File: config.mk
export PLATFORM = sky130hd
export DESIGN_NAME = capcomp_sequencer
export DESIGN_NICKNAME = d
export VERILOG_FILES = /design/src/rtl/capcomp_pkg.sv /design/src/rtl/capcomp_idle_timer.sv /design/src/rtl/capcomp_offset_reg.sv /design/src/rtl/capcomp_offset_sat.sv /design/src/rtl/capcomp_sequencer.sv
export SDC_FILE = /design/constraint.sdc
export NUM_CORES = 1
export LEC_CHECK = 0
export ABC_AREA = 1
export BUFFER_PORTS_ARGS = -buffer_cell sky130_fd_sc_hd__buf_2
export CAP_MARGIN = 20
export CORE_UTILIZATION = 31
export CTS_CLUSTER_DIAMETER = 100
export CTS_CLUSTER_SIZE = 40
export DETAILED_ROUTE_END_ITERATION = 16
export SYNTH_ARGS = -nofsm -noshare
export SYNTH_HDL_FRONTEND = slang
export SYNTH_SLANG_ARGS = --single-unit
File: constraint.sdc
create_clock -name clk -period 2.7 [get_ports clk]
set_clock_uncertainty 0.1 [all_clocks]
set_input_delay 0.54 -clock clk [delete_from_list [all_inputs] [get_ports clk]]
set_output_delay 0.54 -clock clk [all_outputs]
set_load 0.02 [all_outputs]
File: src/rtl/capcomp_pkg.sv
`timescale 1ns/1ps
// Shared types for the compensation update sequencer.
package capcomp_pkg;
    // Sequencer states: waiting out the idle interval, or waiting for a result.
    typedef enum logic {
        ST_IDLE = 1'b0,
        ST_WAIT = 1'b1
    } seq_state_e;
endpackage

File: src/rtl/capcomp_idle_timer.sv
`timescale 1ns/1ps
// Idle interval timer.
// Counts clock ticks while run is high. Raises expire in the last tick of the
// interval. Assumes run drops when expire is acted on, so the count restarts
// from zero on the next idle entry. IDLE_TICKS must be at least 1.
module capcomp_idle_timer #(
    parameter int IDLE_TICKS = 60_000_000,
    localparam int CNT_W = $clog2(IDLE_TICKS + 1)
) (
    input  logic clk,
    input  logic rst_n,
    input  logic run,
    output logic expire
);
    logic [CNT_W-1:0] cnt;

    // Last tick of the interval while running.
    assign expire = run && (cnt == CNT_W'(IDLE_TICKS - 1));

    // Tick counter: cleared when not running or at expiry, else incremented.
    always_ff @(posedge clk) begin
        if (!rst_n) begin
            cnt <= '0;
        end else if (!run || expire) begin
            cnt <= '0;
        end else begin
            cnt <= cnt + 1'b1;
        end
    end
endmodule

File: src/rtl/capcomp_offset_reg.sv
`timescale 1ns/1ps
// User aging offset register.
// Holds a signed offset in two's complement. Resets to zero. Any write
// replaces the whole value.
module capcomp_offset_reg #(
    parameter int OFS_W = 8
) (
    input  logic             clk,
    input  logic             rst_n,
    input  logic             wr_en,
    input  logic [OFS_W-1:0] wr_data,
    output logic [OFS_W-1:0] ofs
);
    // Offset storage with synchronous clear.
    always_ff @(posedge clk) begin
        if (!rst_n) begin
            ofs <= '0;
        end else if (wr_en) begin
            ofs <= wr_data;
        end
    end
endmodule

File: src/rtl/capcomp_offset_sat.sv
`timescale 1ns/1ps
// Saturating signed-offset adder.
// Adds a two's-complement offset to an unsigned code. Clamps the result to
// the range [0, 2^CODE_W-1]. Purely combinational.
module capcomp_offset_sat #(
    parameter int CODE_W = 8,
    parameter int OFS_W  = 8,
    localparam int SUM_W = ((CODE_W > OFS_W) ? CODE_W : OFS_W) + 2
) (
    input  logic [CODE_W-1:0] code_in,
    input  logic [OFS_W-1:0]  ofs,
    output logic [CODE_W-1:0] code_out
);
    logic [SUM_W-1:0] code_x;
    logic [SUM_W-1:0] ofs_x;
    logic [SUM_W-1:0] sum;

    // Widen both operands; the offset is sign-extended.
    assign code_x = SUM_W'(code_in);
    assign ofs_x  = {{(SUM_W - OFS_W){ofs[OFS_W-1]}}, ofs};
    assign sum    = code_x + ofs_x;

    // Clamp: a negative sum goes to zero, an oversized sum goes to all ones.
    always_comb begin
        if (sum[SUM_W-1]) begin
            code_out = '0;
        end else if (|sum[SUM_W-2:CODE_W]) begin
            code_out = {CODE_W{1'b1}};
        end else begin
            code_out = sum[CODE_W-1:0];
        end
    end
endmodule

File: src/rtl/capcomp_sequencer.sv
`timescale 1ns/1ps
// Compensation update sequencer (top).
// Launches a conversion after each idle interval, or on a manual request.
// Waits for result_valid, then loads array_code with the saturated sum of
// code_in and the user offset. An automatic conversion loads only if the
// temperature changed. A manual conversion always loads. Assumes temp_in and
// code_in are valid in the cycle result_valid is high while busy.
module capcomp_sequencer
    import capcomp_pkg::*;
#(
    parameter int CODE_W     = 8,
    parameter int OFS_W      = 8,
    parameter int TEMP_W     = 10,
    parameter int IDLE_TICKS = 60_000_000
) (
    input  logic              clk,
    input  logic              rst_n,
    input  logic              ofs_wr_en,
    input  logic [OFS_W-1:0]  ofs_wr_data,
    input  logic              manual_req,
    input  logic [TEMP_W-1:0] temp_in,
    input  logic [CODE_W-1:0] code_in,
    input  logic              result_valid,
    output logic [CODE_W-1:0] array_code,
    output logic              busy,
    output logic              conv_start
);
    seq_state_e        state;
    logic              pend;
    logic              man_run;
    logic              have_prev;
    logic [TEMP_W-1:0] prev_temp;
    logic [OFS_W-1:0]  ofs;
    logic [CODE_W-1:0] sat_code;
    logic              expire;
    logic              launch;
    logic              done;
    logic              upd;

    capcomp_idle_timer #(.IDLE_TICKS(IDLE_TICKS)) u_timer (
        .clk    (clk),
        .rst_n  (rst_n),
        .run    (state == ST_IDLE),
        .expire (expire)
    );

    capcomp_offset_reg #(.OFS_W(OFS_W)) u_ofs (
        .clk     (clk),
        .rst_n   (rst_n),
        .wr_en   (ofs_wr_en),
        .wr_data (ofs_wr_data),
        .ofs     (ofs)
    );

    capcomp_offset_sat #(.CODE_W(CODE_W), .OFS_W(OFS_W)) u_sat (
        .code_in  (code_in),
        .ofs      (ofs),
        .code_out (sat_code)
    );

    // Launch, completion and load-gating decisions.
    assign launch = (state == ST_IDLE) && (pend || expire);
    assign done   = (state == ST_WAIT) && result_valid;
    assign upd    = man_run || !have_prev || (temp_in != prev_temp);
    assign busy   = (state == ST_WAIT);

    // State register: idle to wait on launch, wait to idle on result.
    always_ff @(posedge clk) begin
        if (!rst_n) begin
            state <= ST_IDLE;
        end else if (launch) begin
            state <= ST_WAIT;
        end else if (done) begin
            state <= ST_IDLE;
        end
    end

    // Pending manual request; one taken at launch, a same-cycle new one kept.
    always_ff @(posedge clk) begin
        if (!rst_n) begin
            pend <= 1'b0;
        end else if (launch) begin
            pend <= manual_req;
        end else begin
            pend <= pend | manual_req;
        end
    end

    // Launch strobe and kind of the running conversion.
    always_ff @(posedge clk) begin
        if (!rst_n) begin
            conv_start <= 1'b0;
            man_run    <= 1'b0;
        end else begin
            conv_start <= launch;
            if (launch) begin
                man_run <= pend;
            end
        end
    end

    // Result capture: remember temperature, load array code when allowed.
    always_ff @(posedge clk) begin
        if (!rst_n) begin
            prev_temp  <= '0;
            have_prev  <= 1'b0;
            array_code <= '0;
        end else if (done) begin
            prev_temp <= temp_in;
            have_prev <= 1'b1;
            if (upd) begin
                array_code <= sat_code;
            end
        end
    end

    AST_START_PULSE: assert property (@(posedge clk) disable iff (!rst_n)
        conv_start |=> !conv_start);
    AST_START_WITH_BUSY: assert property (@(posedge clk) disable iff (!rst_n)
        conv_start |-> busy);
    AST_CODE_HOLD_IDLE: assert property (@(posedge clk) disable iff (!rst_n)
        !$past(busy) |-> $stable(array_code));
    AST_SAME_TEMP_HOLD: assert property (@(posedge clk) disable iff (!rst_n)
        (done && !man_run && have_prev && temp_in == prev_temp) |=> $stable(array_code));
    AST_NO_WRAP_UP: assert property (@(posedge clk) disable iff (!rst_n)
        (done && upd && !ofs[OFS_W-1]) |=> (array_code >= $past(code_in)));
    AST_NO_WRAP_DOWN: assert property (@(posedge clk) disable iff (!rst_n)
        (done && upd && ofs[OFS_W-1]) |=> (array_code <= $past(code_in)));
    AST_PEND_RELAUNCH: assert property (@(posedge clk) disable iff (!rst_n)
        (done && pend) |=> ##1 conv_start);
endmodule

=== Yosys cells after proc, flatten, opt, wreduce, memory -nomap -nowiden ===
Cells that the tools add are included.

* Flip-flop bits (word level): 57
* Input bits: 31
* Output and inout port bits: 10
* Word-level logic and storage cells: 32

* $add $sub $neg: 2
* Equal/unequal tests: 2
* Muxes and demuxes: 5
* Bitwise operators: 3
* Reductions and logical operators: 11

{| class="wikitable"
|+ Operator list
! operator !! count
|-
| $add 26x1->26 const B || 1
|-
| $eq 26x26->1 const B || 1
|-
| $mux 8 || 2
|-
| $add 9x8->10 || 1
|-
| $ne 10x10->1 || 1
|-
| $logic_or 1x1->1 || 4
|-
| $logic_and 1x1->1 || 3
|-
| $mux 1 || 3
|-
| $not 1->1 || 2
|-
| $reduce_and 2->1 || 1
|-
| $reduce_bool 2->1 || 1
|-
| $reduce_or 2->1 || 1
|-
| $logic_not 1->1 || 1
|-
| $or 1x1->1 || 1
|}

=== Longest topological paths before layout ===
Gate-level depths: netlist of run 1.

* Word-level depth: 5
* Gate-level depth with buffers: 12
* Mapped depth without buffers: 12

=== Modules after synthesis ===
A second synthesis of run 1 with hierarchy kept.

* Cell total of the unflattened synthesis: 535
* Area, all modules: 3449.6 sq um

{| class="wikitable"
|+ By module, submodules not included
! module !! instances !! cells each !! area an instance (sq um) !! seq. area each (sq um)
|-
| capcomp_idle_timer || 1 || 221 || 1406.3 || 520.5
|-
| capcomp_sequencer || 1 || 158 || 1116.1 || 460.4
|-
| capcomp_offset_sat || 1 || 105 || 570.5 || 0.0
|-
| capcomp_offset_reg || 1 || 51 || 356.6 || 160.2
|}

=== Least setup slack after synthesis of run 1 ===
Ideal clock, no wire load.

* Path type: in2reg
* From: input code_in[0]
* To: register array_code[5]
* Setup time: 0.070 ns
* Arrival time: 1.892 ns
* Path slack: 0.638 ns
* Stages: 11
* Path buffers: 0
* Cell sequence: ha_1 fa_1 nand3_1 nand2_1 nand2_1 nand2_1 nand2_1 nand2_1 nand2_1 nand3_1 a21oi_1

* Cells in the longest elaborated chain, start to end: 3

{| class="wikitable"
|+ RTL lines
! item !! line !! text
|-
| start, declared || capcomp_sequencer.sv:22 || <nowiki>input logic [CODE_W-1:0] code_in,</nowiki>
|-
| $add 9x8->10 (*) || capcomp_offset_sat.sv:21 || <nowiki>assign sum = code_x + ofs_x;</nowiki>
|-
| $mux 8 || capcomp_offset_sat.sv:27 || <nowiki>end else if (|sum[SUM_W-2:CODE_W]) begin</nowiki>
|-
| $mux 8 (*) || capcomp_offset_sat.sv:25 || <nowiki>if (sum[SUM_W-1]) begin</nowiki>
|-
| end signal, assigned || capcomp_sequencer.sv:112 || <nowiki>array_code <= sat_code;</nowiki>
|-
| end, declared || capcomp_sequencer.sv:24 || <nowiki>output logic [CODE_W-1:0] array_code,</nowiki>
|}

Every way passes the cells marked *; elsewhere a longest branch is shown, timed or not.
A chain may end at the register's enable or synchronous reset.

=== Worst setup path in the final report of run 1 ===
* From: register u_ofs.ofs[0]
* To: register array_code[0]

* Cells in the longest elaborated chain, start to end: 3

{| class="wikitable"
|+ RTL lines
! item !! line !! text
|-
| start, declared || capcomp_offset_reg.sv:12 || <nowiki>output logic [OFS_W-1:0] ofs</nowiki>
|-
| start signal, assigned || capcomp_offset_reg.sv:19 || <nowiki>ofs <= wr_data;</nowiki>
|-
| $add 9x8->10 (*) || capcomp_offset_sat.sv:21 ||
|-
| $mux 8 || capcomp_offset_sat.sv:27 ||
|-
| $mux 8 (*) || capcomp_offset_sat.sv:25 ||
|}

Marks and branches as above.

==> flow_summary.json, run 1 <==
{
  "antenna_found_initial": 0,
  "die_w_um": 101,
  "die_y_um": 101,
  "hold_buffers": 0,
  "clockBufferDepth": 2,
  "cts_buffers": 9,
  "crit_type": "reg -> reg",
  "intPower_w": 0.00141,
  "period_share": 0.737,
  "finalHoldWorstSlack_ns": 0.328,
  "worst_path_most_repeated_cell": "nand2_1",
  "post_cts_buffers": 0,
  "clock_latency_ns": 0.33,
  "yosysTopAreaCell": "dfxtp_1",
  "gp_congestion": 0.840,
  "path_cells": "ha_1 -> fa_1 -> nand3_1 -> nand2_1 -> nand2_1 -> nand2_1 -> nand2_1 -> nand2_1 -> nand2_1 -> nand3_1 -> a21oi_1",
  "grt_overflow": 0,
  "route.detailed.drc": 0,
  "cts.clk_slew.worst_paths_ns": 0.06,
  "final_nets": 528,
  "grt_pass1_vias": 2585,
  "setup_viol": 0,
  "vdd_drop_max_mv": 0.204,
  "syn_area_per_cell_um2": 6.93,
  "critPathLaunch": "u_ofs.ofs[0]",
  "final.setup.tns_ns": 0,
  "max_stage_delay_ns": 0.41,
  "r2r_cells": 11,
  "crit_cells": 11,
  "synth_top_area_share": 0.374,
  "p_leak_nw": 1.67,
  "status": "completed",
  "diodes": 0,
  "critPathCaptureType": "register",
  "syn-instance-count": 441,
  "ant_nets": 0,
  "yosys-top-cells-area": "dfxtp_1, nand2_1, nor2_1",
  "wire_per_inst_um": 10.2,
  "finalCriticalPeriod_ns": 1.99,
  "track_usage": 0.135,
  "critPathRequiredTime_ns": 2.86,
  "area_growth_pct": 17.4,
  "sw_frac_of_total": 0.266,
  "drv_slew": 0,
  "critical_path_buf_inv_count": 0,
  "ys_ff_latch": 57,
  "clock_sinks": 57,
  "critical_path.endpoint": "array_code[0]",
  "vias": 2782,
  "seqPwrFrac": 0.464,
  "r2r_start": "u_ofs.ofs[0]",
  "powerDensity_nw_per_um2": 536,
  "cp_slowest_cell": "fa_1",
  "rsz0062_at_grt": "false",
  "worst_slew_pin_slew_ns": 0.555,
  "wirelength_um": 6320,
  "grt_max_degree": 27,
  "placement.io_buffers": 40,
  "rows": 35,
  "drt-vias-per-instance": 4.49,
  "power_frac_comb": 0.130,
  "cap_viol_max_count": 0,
  "dieArea_um2": 10300,
  "hold_viol": 0,
  "dr.pass1.iters": 4,
  "cts_tree": "done",
  "boundaryPins": 41,
  "synth_area_um2": 3050,
  "synth_cell_types": 32,
  "p_sw_w": 0.000510,
  "htree_levels": 3,
  "worstHoldPathType": "in -> reg",
  "grt_pass1_wl_um": 11000,
  "cp-start-kind": "register",
  "clockRootBuffer": "clkbuf_8",
  "drt_iter0_markers": 104,
  "pwr-share-clk": 0.406,
  "r2r-end": "array_code[0]",
  "worst_ep_arrival_time_ns": 2.15,
  "cts_resized": 0,
  "worstPathMaxFanout": 8,
  "clock.fmax_ghz": 0.502,
  "coreArea_um2": 9370,
  "hpwl_um": 4870,
  "relSlewSlack": 0.629,
  "fillCellCount": 1013,
  "yosys_warnings": 0,
  "ys_seq_area_frac": 0.374,
  "synth_fp_nets": 483,
  "drive_gt1_frac": 0.159,
  "crit_family": "simple AND/OR/NAND/NOR gates",
  "initial_utilization": 0.326,
  "r2r_slack_ns": 0.71
}
## power groups by stage
stage	clock network [W]	registers (W)	logic [W]
finish	0.000780	0.000890	0.000249
detailed placement	0	0.000909	0.000250
floorplan	0	0.000913	0.000173
global placement	0	0.000908	0.000247
global route	0.000838	0.000894	0.000290
CTS	0.000804	0.000890	0.000252
## through the flow
stage	setup slack [ns]	cells	cell area (um2)	util	power (W)
floorplan	0.638	441	3050	-	0.00109
global placement	0.399	604	3390	0.362	0.00115
detailed placement	0.375	604	3390	0.362	0.00116
CTS	0.662	620	3580	0.383	0.00195
global route	0.498	620	3580	0.383	0.00202
finish	0.709	620	3580	0.383	0.00192
## layout by cell type, fill, tap and decap left out, types with 2 or more instances in the layout
cell type	netlist	final
nor2_4	3	3
nand2_1	110	110
or2_2	3	3
nand2_4	2	2
o21ai_0	18	18
a21oi_1	27	27
nand4_1	5	5
nor4_1	4	4
nor2_1	61	61
xnor2_1	7	7
xor2_1	16	16
nor3_1	7	7
dfxtp_1	57	57
nand3_1	28	28
nand2_2	4	4
clkbuf_8	0	10
nand3_2	2	2
inv_1	57	57
nor2_2	3	3
buf_2	0	40
ha_1	10	10
clkinv_2	0	4
## how the worst min path moves through the flow
stage	from	end	cells past startpoint
5_1_grt	manual_req	pend	3
2_1_floorplan	u_timer.cnt[0]	u_timer.cnt[0]	1
3_5_place_dp	have_prev	have_prev	2
3_3_place_gp	u_timer.cnt[0]	u_timer.cnt[0]	1
4_1_cts	ofs_wr_data[5]	u_ofs.ofs[5]	3
6_report	manual_req	pend	3
## cell type report
type | instances | area, um2 | area share
clock inverters | 6 | 57.6 | 0.0161
flip-flops and latches | 57 | 1140 | 0.318
repair buffers | 41 | 208 | 0.0579
multi-input cells | 319 | 1660 | 0.464
clock buffers | 10 | 138 | 0.0384
inverters | 58 | 218 | 0.0607
well taps | 129 | 161 | 0.0450
## sequential cells by signal, indices dropped and copies added (netlist names)
signal,cells
man_run,1
prev_temp,10
pend,1
conv_start,1
u_ofs.ofs,8
u_timer.cnt,26
busy,1
array_code,8
have_prev,1
## Yosys cell counts
cell,n
nor3b_1,1
clkbuf_1,4
xor2_1,16
o21ai_0,18
xnor2_1,7
ha_1,10
nor2_2,3
a21oi_2,1
nand3_1,28
nand3_2,2
buf_4,2
inv_1,57
buf_1,1
clkinv_1,1
o21ai_1,1
nand3b_1,1
nor3_1,7
or2_2,3
o21ai_2,1
nor4_1,4
a21oi_1,27
nand2_2,4
nand2_1,110
nor2_8,1
nor2_1,61
o211ai_1,1
nor2_4,3
nand2_4,2
dfxtp_1,57
nand4_1,5
fa_1,1
nand4_2,1
## cell families after synthesis
group | count (synthesis) | synth area share
DFF | 57 | 0.374
AOI/OAI and AO/OA | 49 | 0.0836
and+or+nand+nor | 236 | 0.347
adders and majority gates | 11 | 0.0475
xor gates and xnor gates | 23 | 0.0660
buffers and inverters | 65 | 0.0823
## worst register-to-register path: stages (launching register included)
cell and delay [ns]:
dfxtp_1 0.32, ha_1 0.23, fa_1 0.41, nand3_1 0.10, nand2_1 0.09, nand2_1 0.09
nand2_1 0.05, nand2_1 0.06, nand2_1 0.15, nand2_1 0.10, nand3_1 0.08, a21oi_1 0.15
## layer usage
layer  GRT usage  vias to the layer above  part of all wire
met4      0.0669                        0             0.018
li1            -                     1482                 -
met1       0.159                     1239              0.49
met5           0                        -                 0
met2       0.231                       51              0.45
met3      0.0317                       10             0.045
Note: power is estimated with default switching activity, not from simulation.
==> run 2, diff against run 1 <==
==> constraint.sdc (replaced) <==
create_clock -name clk -period 1.9 [get_ports clk]
set_clock_uncertainty 0.1 [all_clocks]
set_input_delay 0.38 -clock clk [delete_from_list [all_inputs] [get_ports clk]]
set_output_delay 0.38 -clock clk [all_outputs]
set_load 0.02 [all_outputs]
==> run 2 against run 1 <==
Power rose by 56%. Setup slack lost 0.64 ns. First-iteration DRC count rose by 37%. Worst hold slack got worse by 0.16 ns. Maximum frequency is 8.6% higher. Die area unchanged. Largest power group is now clock. Clock power grew 65%. Clock-buffer cell count is 1 lower.
==> flow_summary.json, run 2 (synthesis gave the netlist of run 1 again) <==
{
  "p_sw_w": 0.000822,
  "diodes": 0,
  "worst_slew_pin_slew_ns": 0.424,
  "clock_latency_ns": 0.33,
  "status": "completed",
  "worstPathMaxFanout": 8,
  "final.setup.tns_ns": 0,
  "largestRegisters": "u_timer.cnt: 26 flops, prev_temp: 10 flops",
  "grt_max_degree": 27,
  "clock_sinks": 57,
  "vias": 2863,
  "period_share": 0.965,
  "dr.pass1.iters": 4,
  "dieArea_um2": 10300,
  "path_cells": "ha_4 -> fa_2 -> nand3_2 -> nand2_2 -> nand2_2 -> nand2_2 -> nand2_2 -> nand2_4 -> nand2_1 -> nand3_1 -> a21oi_2",
  "boundaryPins": 41,
  "power_frac_comb": 0.148,
  "grt_pass1_wl_um": 11600,
  "max_stage_delay_ns": 0.39,
  "critPathRequiredTime_ns": 2.06,
  "worst_path_most_repeated_cell": "nand2_2",
  "cp-start-kind": "register",
  "sw_frac_of_total": 0.274,
  "hold_viol": 0,
  "drive_gt1_frac": 0.230,
  "cp_slowest_cell": "fa_2",
  "relSlewSlack": 0.717,
  "finalCriticalPeriod_ns": 1.83,
  "vdd_drop_max_mv": 0.316,
  "ant_nets": 0,
  "critPathCaptureType": "register",
  "largest-register": "u_timer.cnt",
  "grt_pass1_vias": 2723,
  "grt_overflow": 0,
  "drt-vias-per-instance": 4.49,
  "htree_levels": 3,
  "intPower_w": 0.00218,
  "coreArea_um2": 9370,
  "setup_viol": 0,
  "hold_buffers": 0,
  "antenna_found_initial": 0,
  "mostFrequentLayoutCell": "nand2_1",
  "area_growth_pct": 26.8,
  "worst_ep_arrival_time_ns": 1.99,
  "die_w_um": 101,
  "critical_path_buf_inv_count": 0,
  "seqPwrFrac": 0.422,
  "clockBufferDepth": 2,
  "clock.fmax_ghz": 0.546,
  "p_leak_nw": 1.78,
  "cts_buffers": 9,
  "pwr-share-clk": 0.430,
  "die_y_um": 101,
  "cts_tree": "done",
  "rows": 35,
  "final_cell_mix": "nand2_1, nor2_1, inv_1, dfxtp_1, buf_2",
  "placement.io_buffers": 40,
  "drt_iter0_markers": 142,
  "powerDensity_nw_per_um2": 775,
  "final_nets": 546,
  "wirelength_um": 6830,
  "cap_viol_max_count": 0,
  "drv_slew": 0,
  "crit_family": "simple AND/OR/NAND/NOR gates",
  "track_usage": 0.142,
  "hpwl_um": 5110,
  "initial_utilization": 0.326,
  "rsz0062_at_grt": "true",
  "gp_congestion": 0.828,
  "largest_reg_flops": 26,
  "crit_type": "reg -> reg",
  "route.detailed.drc": 0,
  "clockRootBuffer": "clkbuf_8",
  "cts.clk_slew.worst_paths_ns": 0.07,
  "power_w": 0.00300,
  "worstHoldPathType": "in -> reg",
  "wire_per_inst_um": 10.7
}
run 2: cell count changes in the layout (fill, tap and decap cells not counted), sizes merged:
| cell | previous run | this run |
|---|---|---|
| clkbuf | 10 | 9 |
| bufinv | 1 | 2 |
| clkinv | 5 | 3 |
| inv | 57 | 58 |
| buf | 41 | 59 |
| clkinvlp | 1 | 2 |
run 2: path summary, 6_finish.rpt:
path,cells after the start,start,to,slack [ns]
worst max-delay path,11,u_ofs.ofs[0],array_code[5],0.07
worst min-delay path,3,ofs_wr_data[6],u_ofs.ofs[6],0.17
worst max register to register,11,u_ofs.ofs[0],array_code[5],0.07
worst min register to register,2,have_prev,have_prev,0.36
run 2: repair_timing:
item / CTS / global route
setup buffers: 0 / 3
pin swaps: 0 / 9
gates resized for setup: 1 / 23
endpoints found under the setup margin: 8 / 9
run 2: layout make-up:
class,count,area [um2]
Fill cell,957,5500
Multi-Input combinational cell,319,1760
Sequential cell,57,1140
Timing Repair Buffer,59,355
Inverter,58,218
Tap cell,129,161
Clock buffer,9,124
Clock inverter,7,104
run 2: layer usage:
metal	vias up	track usage	share of wire
met3	7	0.0380	0.036
met2	60	0.232	0.47
met4	0	0.0546	0.010
met5	-	0	0
met1	1278	0.178	0.49
li1	1518	-	-
run 2: worst reg2reg max path, delay by kind of cell (launching register included):
kind,cells,cell delay (ns)
simple gates,8,0.62
fa+ha+maj,2,0.56
flops,1,0.36
compound gates,1,0.11
run 2: power by group through the flow:
| stage | Clock, W | Combinational [W] | Sequential, W |
|---|---|---|---|
| finish | 0.00129 | 0.000444 | 0.00127 |
| global placement | 0 | 0.000402 | 0.00129 |
| global route | 0.00139 | 0.000502 | 0.00127 |
| floorplan | 0 | 0.000248 | 0.00130 |
| CTS | 0.00132 | 0.000412 | 0.00126 |
| detailed placement | 0 | 0.000410 | 0.00129 |
run 2: metrics by stage:
stage	cells	hold WS, ns	utilization	worst slack, ns	instance area, um2
2_1_floorplan	441	0.329	-	0.0438	3060
3_3_place_gp	619	0.339	0.375	-0.135	3520
3_5_place_dp	619	0.351	0.375	-0.188	3520
4_1_cts	635	0.159	0.400	0.0278	3750
5_1_grt	638	0.151	0.413	-0.0668	3870
6_report	638	0.169	0.413	0.0673	3870
==> run 3, diff against run 2 <==
--- a/config.mk
+++ b/config.mk
@@ -8,10 +8,12 @@
 export ABC_AREA = 1
 export BUFFER_PORTS_ARGS = -buffer_cell sky130_fd_sc_hd__buf_2
 export CAP_MARGIN = 20
+export CORE_ASPECT_RATIO = 1.75
 export CORE_UTILIZATION = 31
 export CTS_CLUSTER_DIAMETER = 100
 export CTS_CLUSTER_SIZE = 40
 export DETAILED_ROUTE_END_ITERATION = 16
 export SYNTH_ARGS = -nofsm -noshare
 export SYNTH_HDL_FRONTEND = slang
+export SYNTH_HIERARCHICAL = 1
 export SYNTH_SLANG_ARGS = --single-unit
==> run 3 against run 2 <==
Setup slack worse by 0.027 ns. Critical path depth is 3 higher. Via count increased by 16%. Clock power is 14% higher. First-iteration DRC count shrank 43%. Critical path type unchanged. Non-clock buffer count is 1 higher. Utilization fell by 2.0 points. Largest cell class unchanged. Register-to-register slack worse by 0.03 ns. Flip-flop and latch count unchanged. Area after synthesis rose by 13%. Combinational power increased by 23%. Final cell count up 14%.
==> flow_summary.json, run 3 <==
{
  "dieArea_um2": 11600,
  "postSynth.asyncResetShare": 0,
  "synth_fp_nets": 577,
  "clock.fmax_ghz": 0.538,
  "synth_cell_types": 32,
  "wire_per_inst_um": 10.9,
  "final.setup.tns_ns": 0,
  "synth-main-ff-cell": "dfxtp_1",
  "initial_utilization": 0.321,
  "synth_area_um2": 3450,
  "die_y_um": 142,
  "mostFrequentLayoutCell": "nand2_1",
  "crit_type": "reg -> reg",
  "cts_buffers": 9,
  "rsz0062_at_grt": "true",
  "synth_top_area_share": 0.331,
  "ant_nets": 0,
  "largestRegisters": "u_timer/cnt: 26 flops, prev_temp: 10 flops",
  "diodes": 0,
  "drv_slew": 0,
  "cp-start-kind": "register",
  "grt_overflow": 0,
  "boundaryPins": 41,
  "drt-vias-per-instance": 4.53,
  "die_w_um": 81.7,
  "track_usage": 0.154,
  "place_ws_ns": -0.222,
  "wirelength_um": 7970,
  "yosysTopAreaCell": "dfxtp_1",
  "critical_path_buf_inv_count": 1,
  "cts_tree": "done",
  "yosys-top-cells-area": "dfxtp_1, nand2_1, nor2_1",
  "coreArea_um2": 10800,
  "clock_latency_ns": 0.33,
  "area_growth_pct": 22.5,
  "worstHoldPathType": "in -> reg",
  "cts.clk_slew.worst_paths_ns": 0.05,
  "ys_seq_area_frac": 0.331,
  "critPathRequiredTime_ns": 2.02,
  "syn_area_per_cell_um2": 6.45,
  "max_stage_delay_ns": 0.34,
  "worstPathMaxFanout": 8,
  "synth_xor_area_frac": 0.0432,
  "synthMuxAreaShare": 0,
  "clock_sinks": 57,
  "hpwl_um": 6200,
  "grt_pass1_wl_um": 13800,
  "critPathCaptureType": "register",
  "synthMostInstantiatedCell": "nand2_1",
  "finalHoldWorstSlack_ns": 0.171,
  "place_area_um2": 3870,
  "hold_viol": 0,
  "status": "completed",
  "finalCriticalPeriod_ns": 1.86,
  "worst_path_most_repeated_cell": "nand2_2",
  "htree_levels": 3,
  "route.detailed.drc": 0,
  "synth_edf_count": 0,
  "final_cell_count_no_fill": 730,
  "synth_compound_area_frac": 0.0707,
  "drt_iter0_markers": 81,
  "rows": 50,
  "largest-register": "u_timer/cnt",
  "drive_gt1_frac": 0.225,
  "synthAdderAreaFrac": 0.0421,
  "dp.cells": 713,
  "period_share": 0.979,
  "synth_top_family_by_area": "simple AND/OR/NAND/NOR gates",
  "p_leak_nw": 1.95,
  "synthTopCellsByCount": "nand2_1, nor2_1, inv_1, dfxtp_1, nand3_1",
  "yosys_warnings": 6,
  "vdd_drop_max_mv": 0.525,
  "grt_pass1_vias": 3377,
  "setup_viol": 0,
  "powerDensity_nw_per_um2": 780,
  "synth-simple-area-share": 0.394,
  "crit_family": "simple AND/OR/NAND/NOR gates",
  "cap_viol_max_count": 0,
  "grt_max_degree": 27,
  "clockRootBuffer": "clkbuf_16",
  "clockBufferDepth": 2,
  "dr.pass1.iters": 4,
  "vias": 3310,
  "placement.io_buffers": 40,
  "relSlewSlack": 0.793,
  "worst_slew_pin_slew_ns": 0.309,
  "final_cell_mix": "nand2_1, nor2_1, inv_1, dfxtp_1, buf_2",
  "ys_ff_latch": 57,
  "setup_ws_ns": 0.0404,
  "antenna_found_initial": 0,
  "largest_reg_flops": 26,
  "fin_area_um2": 4230,
  "gp_congestion": 0.871,
  "cp_slowest_cell": "fa_2",
  "final_nets": 637,
  "syn-instance-count": 535,
  "path_cells": "ha_4 -> fa_2 -> nand2_2 -> nand2_2 -> nand3_2 -> nand2_1 -> nand2_2 -> nand2_4 -> nor2_2 -> nor2_1 -> inv_1 -> nand3_2 -> nand2_1 -> nor2_1",
  "worst_ep_arrival_time_ns": 1.98
}
==> run 3: cell types whose count changed after synthesis, moves of 6 or more <==
cell | before | now
a21oi_1 | 27 | 17
nor2_1 | 61 | 106
xor2_1 | 16 | 10
inv_1 | 57 | 77
a21oi_2 | 1 | 9
nor2_2 | 3 | 10
nand2_1 | 110 | 145
==> run 3: final cells by class <==
cell class	instances	area, um2
inverter	82	308
multi-input combinational	385	1990
clock buffer	13	260
sequential	57	1140
timing repair buffer	60	350
clock inverter	3	15.0
fill	1159	6540
tap	130	163
==> run 3: repair_timing <==
item / CTS / global route
buffers inserted: 0 / 1
gates resized for setup: 5 / 12
pin swaps: 6 / 6
endpoints found under the setup margin: 8 / 8
hold buffers: 0 / 0
==> run 3: final timing paths <==
| kind | startpoint | end | slack, ns | cells after the start |
|---|---|---|---|---|
| setup reg to reg | u_ofs/ofs[0] | array_code[6] | 0.04 | 14 |
| hold / removal | manual_req | pend | 0.17 | 3 |
| hold reg to reg | u_timer/cnt[0] | u_timer/cnt[0] | 0.35 | 1 |
| setup / recovery | u_ofs/ofs[0] | array_code[6] | 0.04 | 14 |
==> run 3: through the flow <==
step	power (W)	utilization
finish	0.00330	0.393
global route	0.00347	0.393
CTS	0.00332	0.387
detailed placement	0.00182	0.360
global placement	0.00181	0.360
floorplan	0.00166	-
==> run 3: cells by family (layout without fill, tap and decap cells) <==
kind of cell / count (synthesis) / count (layout)
compound gates: 42 / 42
xor+xnor: 17 / 17
fa+ha+maj: 11 / 11
buf+inv: 93 / 158
flops: 57 / 57
simple gates: 315 / 315
==> run 3: worst min-delay path, cell delays in order <==
cell	delay [ns]
buf_2	0.08
a21oi_1	0.03
nor2_1	0.07
==> run 3: metal layers <==
metal | global-route usage | routed length, um
met5 | 0 | 0
met4 | 0.0859 | 306
met3 | 0.0392 | 296
met2 | 0.281 | 4310
met1 | 0.151 | 3060
==> run 3: power breakdown <==
part	total [W]	internal [W]	switching, W
clock	0.00147	0.000944	0.000530
sequential	0.00128	0.00124	0.0000322
combinational	0.000546	0.000235	0.000311
total	0.00330	0.00242	0.000873
